[src/rtl/sup_pkg.sv]
package sup_pkg;
  typedef enum logic [1:0] {
    ST_HOLD = 2'd0,  // power-on / supply-low hold
    ST_WDR  = 2'd1,  // watchdog-triggered reset period
    ST_RUN  = 2'd2   // reset released
  } rst_state_e;

  localparam logic [1:0] WD_OFF = 2'b11;

  function automatic int max3(input int a, input int b, input int c);
    int m;
    m = (a > b) ? a : b;
    return (m > c) ? m : c;
  endfunction
endpackage

[src/rtl/sup_kick_filter.sv]
module sup_kick_filter #(
  parameter int MIN_LOW = 4
) (
  input  logic clk_i,
  input  logic rst_ni,
  input  logic cs_ni,
  output logic kick_o
);
  localparam int LW = $clog2(MIN_LOW + 1);
  localparam logic [LW-1:0] SAT  = LW'(MIN_LOW);
  localparam logic [LW-1:0] FIRE = LW'(MIN_LOW - 1);

  logic [LW-1:0] low_cnt_q;

  always_ff @(posedge clk_i or negedge rst_ni) begin
    if (!rst_ni)               low_cnt_q <= '0;
    else if (cs_ni)            low_cnt_q <= '0;
    else if (low_cnt_q != SAT) low_cnt_q <= low_cnt_q + LW'(1);
  end

  // one pulse per qualifying low run
  assign kick_o = !cs_ni && (low_cnt_q == FIRE);

  assert_kick_single_R7: assert property (@(posedge clk_i) disable iff (!rst_ni)
    kick_o |=> !kick_o);
endmodule

[src/rtl/sup_wd_timer.sv]
module sup_wd_timer
  import sup_pkg::*;
#(
  parameter int TO_00_TICKS = 1400,
  parameter int TO_01_TICKS = 600,
  parameter int TO_10_TICKS = 200
) (
  input  logic       clk_i,
  input  logic       rst_ni,
  input  logic       tick_i,
  input  logic       run_i,
  input  logic       kick_i,
  input  logic       cmd_done_i,
  input  logic [1:0] sel_i,
  output logic       expire_o
);
  localparam int TMAX = max3(TO_00_TICKS, TO_01_TICKS, TO_10_TICKS);
  localparam int CW   = $clog2(TMAX + 1);

  logic [1:0]    sel_q;
  logic          init_q;
  logic [CW-1:0] cnt_q, limit_m1;
  logic          en;

  // select applied after power-up or a completed command only
  always_ff @(posedge clk_i or negedge rst_ni) begin
    if (!rst_ni) begin
      sel_q  <= WD_OFF;
      init_q <= 1'b0;
    end else begin
      init_q <= 1'b1;
      if (!init_q || cmd_done_i) sel_q <= sel_i;
    end
  end

  always_comb begin
    unique case (sel_q)
      2'b00:   limit_m1 = CW'(TO_00_TICKS - 1);
      2'b01:   limit_m1 = CW'(TO_01_TICKS - 1);
      2'b10:   limit_m1 = CW'(TO_10_TICKS - 1);
      default: limit_m1 = '0;
    endcase
  end

  assign en       = (sel_q != WD_OFF);
  // >= so a shorter setting taking over a running count still fires
  assign expire_o = run_i && en && tick_i && !kick_i && (cnt_q >= limit_m1);

  always_ff @(posedge clk_i or negedge rst_ni) begin
    if (!rst_ni)                      cnt_q <= '0;
    else if (!run_i || kick_i || !en) cnt_q <= '0;
    else if (tick_i)                  cnt_q <= expire_o ? '0 : cnt_q + CW'(1);
  end

  assert_cnt_held_R5: assert property (@(posedge clk_i) disable iff (!rst_ni)
    !run_i |=> (cnt_q == '0));
  assert_off_quiet_R3: assert property (@(posedge clk_i) disable iff (!rst_ni)
    (sel_q == WD_OFF) |-> !expire_o);
  assert_sel_frozen_R8: assert property (@(posedge clk_i) disable iff (!rst_ni)
    (init_q && !cmd_done_i) |=> $stable(sel_q));
  assert_kick_restarts_R6: assert property (@(posedge clk_i) disable iff (!rst_ni)
    kick_i |=> (cnt_q == '0));
endmodule

[src/rtl/sup_reset_seq.sv]
module sup_reset_seq
  import sup_pkg::*;
#(
  parameter int POR_TICKS = 200,
  parameter int RST_TICKS = 200
) (
  input  logic clk_i,
  input  logic rst_ni,
  input  logic tick_i,
  input  logic supply_ok_i,
  input  logic wd_expire_i,
  output logic run_o,
  output logic rst_pull_o
);
  localparam int RW = $clog2(((POR_TICKS > RST_TICKS) ? POR_TICKS : RST_TICKS) + 1);
  localparam logic [RW-1:0] POR_END = RW'(POR_TICKS - 1);
  localparam logic [RW-1:0] RST_END = RW'(RST_TICKS - 1);

  rst_state_e    state_q;
  logic [RW-1:0] cnt_q;

  always_ff @(posedge clk_i or negedge rst_ni) begin
    if (!rst_ni) begin
      state_q <= ST_HOLD;
      cnt_q   <= '0;
    end else if (!supply_ok_i) begin
      // supply-low wins over every other state
      state_q <= ST_HOLD;
      cnt_q   <= '0;
    end else begin
      unique case (state_q)
        ST_HOLD: if (tick_i) begin
          if (cnt_q == POR_END) begin
            state_q <= ST_RUN;
            cnt_q   <= '0;
          end else cnt_q <= cnt_q + RW'(1);
        end
        ST_WDR: if (tick_i) begin
          if (cnt_q == RST_END) begin
            state_q <= ST_RUN;
            cnt_q   <= '0;
          end else cnt_q <= cnt_q + RW'(1);
        end
        ST_RUN: if (wd_expire_i) begin
          state_q <= ST_WDR;
          cnt_q   <= '0;
        end
        default: begin
          state_q <= ST_HOLD;
          cnt_q   <= '0;
        end
      endcase
    end
  end

  assign run_o      = (state_q == ST_RUN);
  assign rst_pull_o = (state_q != ST_RUN);

  assert_supply_low_pull_R9: assert property (@(posedge clk_i) disable iff (!rst_ni)
    !supply_ok_i |=> rst_pull_o);
  assert_supply_over_wdr_R10: assert property (@(posedge clk_i) disable iff (!rst_ni)
    (state_q == ST_WDR && !supply_ok_i) |=> (state_q == ST_HOLD));
  assert_tick_gated_R11: assert property (@(posedge clk_i) disable iff (!rst_ni)
    (!tick_i && supply_ok_i && !wd_expire_i) |=> $stable(state_q) && $stable(cnt_q));
  assert_expire_resets_R2: assert property (@(posedge clk_i) disable iff (!rst_ni)
    (run_o && wd_expire_i && supply_ok_i) |=> (state_q == ST_WDR));
endmodule

[src/rtl/sup_reset_gen.sv]
module sup_reset_gen #(
  parameter int POR_TICKS   = 200,
  parameter int RST_TICKS   = 200,
  parameter int TO_00_TICKS = 1400,
  parameter int TO_01_TICKS = 600,
  parameter int TO_10_TICKS = 200,
  parameter int MIN_LOW     = 4
) (
  input  logic       clk_i,
  input  logic       rst_ni,
  input  logic       tick_i,
  input  logic       cs_ni,
  input  logic       supply_ok_i,
  input  logic [1:0] wd_sel_i,
  input  logic       cmd_done_i,
  output logic       rst_pull_o
);
  logic kick, expire, run;

  sup_kick_filter #(.MIN_LOW(MIN_LOW)) u_kick (
    .clk_i  (clk_i),
    .rst_ni (rst_ni),
    .cs_ni  (cs_ni),
    .kick_o (kick)
  );

  sup_wd_timer #(
    .TO_00_TICKS(TO_00_TICKS),
    .TO_01_TICKS(TO_01_TICKS),
    .TO_10_TICKS(TO_10_TICKS)
  ) u_wd (
    .clk_i      (clk_i),
    .rst_ni     (rst_ni),
    .tick_i     (tick_i),
    .run_i      (run),
    .kick_i     (kick),
    .cmd_done_i (cmd_done_i),
    .sel_i      (wd_sel_i),
    .expire_o   (expire)
  );

  sup_reset_seq #(
    .POR_TICKS(POR_TICKS),
    .RST_TICKS(RST_TICKS)
  ) u_seq (
    .clk_i       (clk_i),
    .rst_ni      (rst_ni),
    .tick_i      (tick_i),
    .supply_ok_i (supply_ok_i),
    .wd_expire_i (expire),
    .run_o       (run),
    .rst_pull_o  (rst_pull_o)
  );

  assert_pull_in_reset_R1: assert property (@(posedge clk_i)
    !rst_ni |-> rst_pull_o);
endmodule

[config.mk]
export PLATFORM = sky130hd
export DESIGN_NAME = sup_reset_gen
export DESIGN_NICKNAME = d
export VERILOG_FILES = /design/src/rtl/sup_pkg.sv /design/src/rtl/sup_kick_filter.sv /design/src/rtl/sup_wd_timer.sv /design/src/rtl/sup_reset_seq.sv /design/src/rtl/sup_reset_gen.sv
export SDC_FILE = /design/constraint.sdc
export NUM_CORES = 1
export LEC_CHECK = 0
export BUFFER_PORTS_ARGS = -buffer_cell sky130_fd_sc_hd__buf_2
export CORE_MARGIN = 4
export CORE_UTILIZATION = 57
export DETAILED_ROUTE_END_ITERATION = 8
export PLACE_DENSITY = 0.75
export SETUP_SLACK_MARGIN = 0.3
export SLEW_MARGIN = 5
export SYNTH_ARGS = -nofsm -noshare
export SYNTH_HDL_FRONTEND = slang
export SYNTH_SLANG_ARGS = --single-unit
[constraint.sdc]
create_clock -name clk_i -period 6.3 [get_ports clk_i]
set_input_delay 0.945 -clock clk_i [delete_from_list [all_inputs] [get_ports clk_i]]
set_output_delay 0.945 -clock clk_i [all_outputs]
set_load 0.005 [all_outputs]
* Word-level counts from Yosys, hierarchy flattened *
Index checks and enable logic that the tools add are counted.

cells by class
  $add $sub $neg = 3
  order comparisons = 1
  eq/ne operators = 12
  mux-type cells = 16
  reduce and logical (&&, ||, !) cells = 20

operators by type and width
  cell                                            number
  2-to-1 mux 11 bit                               3
  case mux 11 bit (3 select lines)                1
  2-to-1 mux 8 bit                                4
  case mux 8 bit (2 select lines)                 1
  adder 11 x 1 -> 11 bit (second input constant)  1
  greater-or-equal comparator 11 bit              1
  != test 3 bit (second input constant)           3
  adder 8 x 1 -> 8 bit (second input constant)    1
  == test 8 bit (second input constant)           1
  2-to-1 mux 2 bit                                4
  2-to-1 mux 3 bit                                2
  logical AND 1 bit                               5
  zero test 1 bit                                 5
  == test 2 x 1 -> 1 bit (second input constant)  2
  == test 2 bit (second input constant)           2
  zero test 2 bit                                 2
  != test 2 bit (second input constant)           2
  case mux 2 bit (2 select lines)                 1
  nonzero test 2 bit                              2
  adder 3 x 1 -> 3 bit (second input constant)    1
  == test 3 x 2 -> 1 bit (second input constant)  1
  logical OR 1 bit                                3
  != test 3 x 2 -> 1 bit (second input constant)  1
  AND reduction 3 bit                             1
  2 further kinds                                 2

storage, ports and cells
  bits in registers = 27
  word-level logic and storage cells = 58

* Longest topological paths before layout *
  depth after elaboration = 8
  gate-level depth with buffers = 9
  depth with buffers taken out = 8

* By module *
A second synthesis with hierarchy kept.

unflattened totals
  cell total of the unflattened synthesis = 177
  area, all modules = 1,747.9 µm²

by module, submodules not included
  module           times used  cells an instance  area an instance (µm²)  seq. area each (µm²)
  sup_wd_timer     1           98                 1,009.7                 352.8
  sup_reset_seq    1           61                 558.0                   250.2
  sup_kick_filter  1           18                 180.2                   75.1

* Least setup slack after synthesis *
Ideal clock, no wire load.

  kind = reg2reg
  start point = register u_wd.sel_q[1]
  end point = register u_seq.cnt_q[0]
  library setup time = 0.125 ns
  arrival time = 2.381 ns
  data required time = 6.175 ns
  path slack = 3.794 ns
  cell stages (with the launch flop) = 9
  clock period less this slack = 2.506 ns
  path through = dfstp_2 > and2_4 > clkinv_2 > ha_1 > and2b_2 > a2111oi_4 > a211oi_2 > a21oi_4 > mux2_4

between the ends
  cells in the longest elaborated chain, start to end = 7
  elaborated cells on any way between the ends = 12
  those cells by class = 1 x order compare; 4 x eq/ne; 1 x mux; 6 x reduce/logical

RTL lines
  element                                                                     RTL line             source
  start: declaration                                                          sup_wd_timer.sv:20   logic [1:0] sel_q;
  start signal: assignment                                                    sup_wd_timer.sv:32   if (!init_q || cmd_done_i) sel_q <= sel_i;
  branches (longest 4 deep; another with greater-or-equal comparator 11 bit)  --
  logical AND 1 bit *                                                         sup_wd_timer.sv:47   assign expire_o = run_i && en && tick_i && !kick_i && (cnt_q >= limit_m1);
  != test 3 bit (no source line) *                                            --
  AND reduction 2 bit (no source line) *                                      --
  end signal: assignment                                                      sup_reset_seq.sv:36  end else cnt_q <= cnt_q + RW'(1);
  end signal: assignment                                                      sup_reset_seq.sv:42  end else cnt_q <= cnt_q + RW'(1);
  end: declaration                                                            sup_reset_seq.sv:20  logic [RW-1:0] cnt_q;

Mark *: on every way between the ends.
A chain may end at the register's enable or synchronous reset.

* Worst setup path after layout *
  start point = register u_wd.sel_q[1]
  end point = register u_wd.cnt_q[9]

between the ends
  cells in the longest elaborated chain, start to end = 8
  elaborated cells on any way between the ends = 16
  those cells by class = 1 x order compare; 3 x eq/ne; 4 x mux; 8 x reduce/logical

RTL lines
  element                                                                     RTL line            source
  branches (longest 8 deep; another with greater-or-equal comparator 11 bit)  --
  end signal: assignment                                                      sup_wd_timer.sv:52  else if (tick_i) cnt_q <= expire_o ? '0 : cnt_q + CW'(1);
  end: declaration                                                            sup_wd_timer.sv:22  logic [CW-1:0] cnt_q, limit_m1;

Several ways; the timed one is not identified. The select of a mux whose other input is x is not followed.

==> results.tsv <==
metric	value	unit
status	finished clean	
antenna_cells	0	
layout-drive-gt1-share	15.3	%
wl	3680	um
tns	0	ns
min_from	u_seq.state_q[0]	
drt_pass1_iterations	5	
critical_path.max_fanout	18	
reg2reg_slack	3.32	ns
h-tree-depth	1	
cts_buffer_depth	2	
grt_pass1_wl	6650	um
cts_buffers	3	
globalplace.congestion	0.929	
worst-slew-pin-transition	1.14	ns
drtIter0Drc	144	
grt_remaining_overflow	0	
seq_area_frac_synth	36.8	%
path_class	flop to flop	
irDropWorstVdd	0.168	mV
synth-main-ff-cell	dfrtp_1	
drtAntennaViolNets	0	
ys_ff_latch	27	
place_area	1910	sq um
initial_core_util	59.8	%
synth_top_area_share	34.0	%
cts_root_buffer	clkbuf_4	
vias	1577	
die-area	4200	sq um
rsz0062_at_grt	false	
synthTopCellsByArea	dfrtp_1 34%, ha_1 8.2%, nand3_1 7.1%, a31oi_1 5.8%, a21oi_1 3.8%	
post_cts_resized	0	
cap_violations	0	
r2r_end	u_wd.cnt_q[9]	
vias_per_cell	6.23	
stdcell_area	1940	sq um
syn_area	1840	sq um
area_delta_synth_final	5.10	%
placement.io_buffers	8	
period_share	47.4	%
clock_sinks	27	
synth_edf_count	0	
hold_viol	0	
cp.arrival	3.24	ns
r2r_start	u_wd.sel_q[1]	
period_minus_slack	2.98	ns
netlist_instances	202	
min_to	u_seq.state_q[0]	
max_freq	335	MHz
grt_pass1_vias	1515	
layout_setup_ws	3.32	ns
finalSetupViolations	0	
hpwl	2850	um
hp-class	flop to flop	
io_pins	9	
synth.distinct_cells	51	
postCtsSetupRepairBufs	0	
wl_per_cell	14.5	um
grt_use_total	19.8	%
design_power_total	410	uW
hold_ws	0.546	ns
cp-end-kind	flop	
drc_errors	0	
die_x	64.8	um
antenna_found_initial	0	
fin_skew	0.00495	ns
nNetsFinal	230	
die_y	64.8	um
clk_pin_slew_worst_paths	0.15	ns
insertion_delay	0.33	ns
synth-async-reset-ratio	100	%
relSlewSlack	23.3	%
grt_max_degree	28	
coreArea	3080	sq um
syn_avg_cell_area	9.12	sq um
startpoint_type	flop	
fill_cells	272	
cts_hold_buf	0	
whs_path_depth	1	
power_density	212	nW/um^2
synth_fp_nets	222	
p_leak	0.777	nW
required	6.56	ns
ff2ff_path_depth	8	
cts_tree	yes	
pre_cts_ws	3.37	ns
ys_warn_count	0	
drv_slew	0	
crit_start	u_wd.sel_q[1]	
row_count	20	
yosys.area.top_type	dfrtp_1	
-- critical path: stages (launching register included) --
cell,delay (ns)
dfstp_2,0.61
and2_4,0.18
clkinv_2,0.09
ha_1,0.29
and2b_2,0.27
a2111oi_4,0.10
a211oi_2,0.91
nand2_1,0.22
o22ai_1,0.23
-- layout by cell type, fill, tap and decap left out, types with 2 or more instances in the layout --
cell       Yosys  routed
a211oi_2       2       2
nand2b_1       6       6
inv_1         12      12
dfstp_2        2       2
nor2b_1        2       2
and3_2         2       2
a21oi_1       14      14
nor2_1         7       7
nand4_1        5       5
buf_2          1       8
clkbuf_4       0       3
and3_1         5       5
nand3_1       26      26
o22ai_1        2       2
nor4_1         3       3
o2bb2ai_1      3       3
nand2_1       14      14
nor3_1         2       2
ha_1          12      12
mux2_2         2       2
dfrtp_1       25      25
o211ai_1       3       3
nand3b_1       4       4
or4_1          2       2
a31oi_1       17      17
o21ai_0        2       2
-- power by group --
group | total (mW) | switching (mW) | leakage, nW | internal (mW)
Combinational | 0.119 | 0.0681 | 0.401 | 0.0512
Clock | 0.0779 | 0.0536 | 0.0139 | 0.0243
Sequential | 0.213 | 0.0198 | 0.362 | 0.193
-- sequential cells by signal (all words and copies together) (netlist names) --
signal            flops
u_kick.low_cnt_q      3
u_seq.cnt_q           8
u_seq.state_q         2
u_wd.cnt_q           11
u_wd.init_q           1
u_wd.sel_q            2
-- stage by stage --
step / instances / util [%]
after detailed placement: 249 / 61.9
after CTS: 253 / 62.9
after global placement: 249 / 61.9
final: 253 / 62.9
after floorplan: 202 / -
after global routing: 253 / 62.9
-- routing by layer --
| metal | part of all wire [%] | up-vias | GRT usage, % |
|---|---|---|---|
| met5 | 0 | - | 0 |
| met4 | 2.1 | 0 | 7.39 |
| met3 | 3.9 | 10 | 3.29 |
| met2 | 51 | 36 | 33.3 |
| met1 | 43 | 753 | 25.5 |
| li1 | - | 778 | - |
-- cell type report --
type	count	area [sq um]	share of cell area [%]
repair buffers	8	40.0	2.07
flip-flops and latches	27	678	35.0
multi-input cells	157	1080	55.9
inverters	13	50.0	2.59
clock inverters	1	7.51	0.388
well taps	44	55.1	2.84
clock buffers	3	22.5	1.16
-- kinds of logic (layout without fill, tap and decap cells) --
logic type               Yosys count  count (layout)  synth area share [%]
XOR/XNOR                           1               1                 0.476
AND/OR/NAND/NOR                   86              86                  25.6
multiplexers                       4               4                  2.58
flip-flops                        27              27                  36.8
adder cells (fa/ha/maj)           12              12                  8.15
other                              1               1                 0.204
buffers and inverters             18              25                  4.42
AO/OA/AOI/OAI                     53              53                  21.7
-- synthesized netlist by cell type, types with 2 or more instances --
cell and number:
nand3_1 26, ha_1 12, nor4_1 3, nand3b_1 4, dfstp_2 2, nor2_1 7, o21ai_0 2, or4_1 2
clkbuf_1 2, nand4_1 5, a211oi_2 2, nor2b_1 2, mux2_2 2, inv_1 12, o211ai_1 3, o2bb2ai_1 3
and3_2 2, dfrtp_1 25, o22ai_1 2, and3_1 5, nand2_1 14, nor3_1 2, nand2b_1 6, a21oi_1 14
a31oi_1 17
-- worst max-delay path by stage --
stage / endpoint / slack, ns
3_3_place_gp: u_wd.cnt_q[0] / 3.54
4_1_cts: u_wd.cnt_q[0] / 3.34
6_report: u_wd.cnt_q[9] / 3.32
5_1_grt: u_wd.cnt_q[0] / 3.07
3_5_place_dp: u_wd.cnt_q[9] / 3.37
2_1_floorplan: u_seq.cnt_q[0] / 3.79
Power figures use the tool's default switching activity.
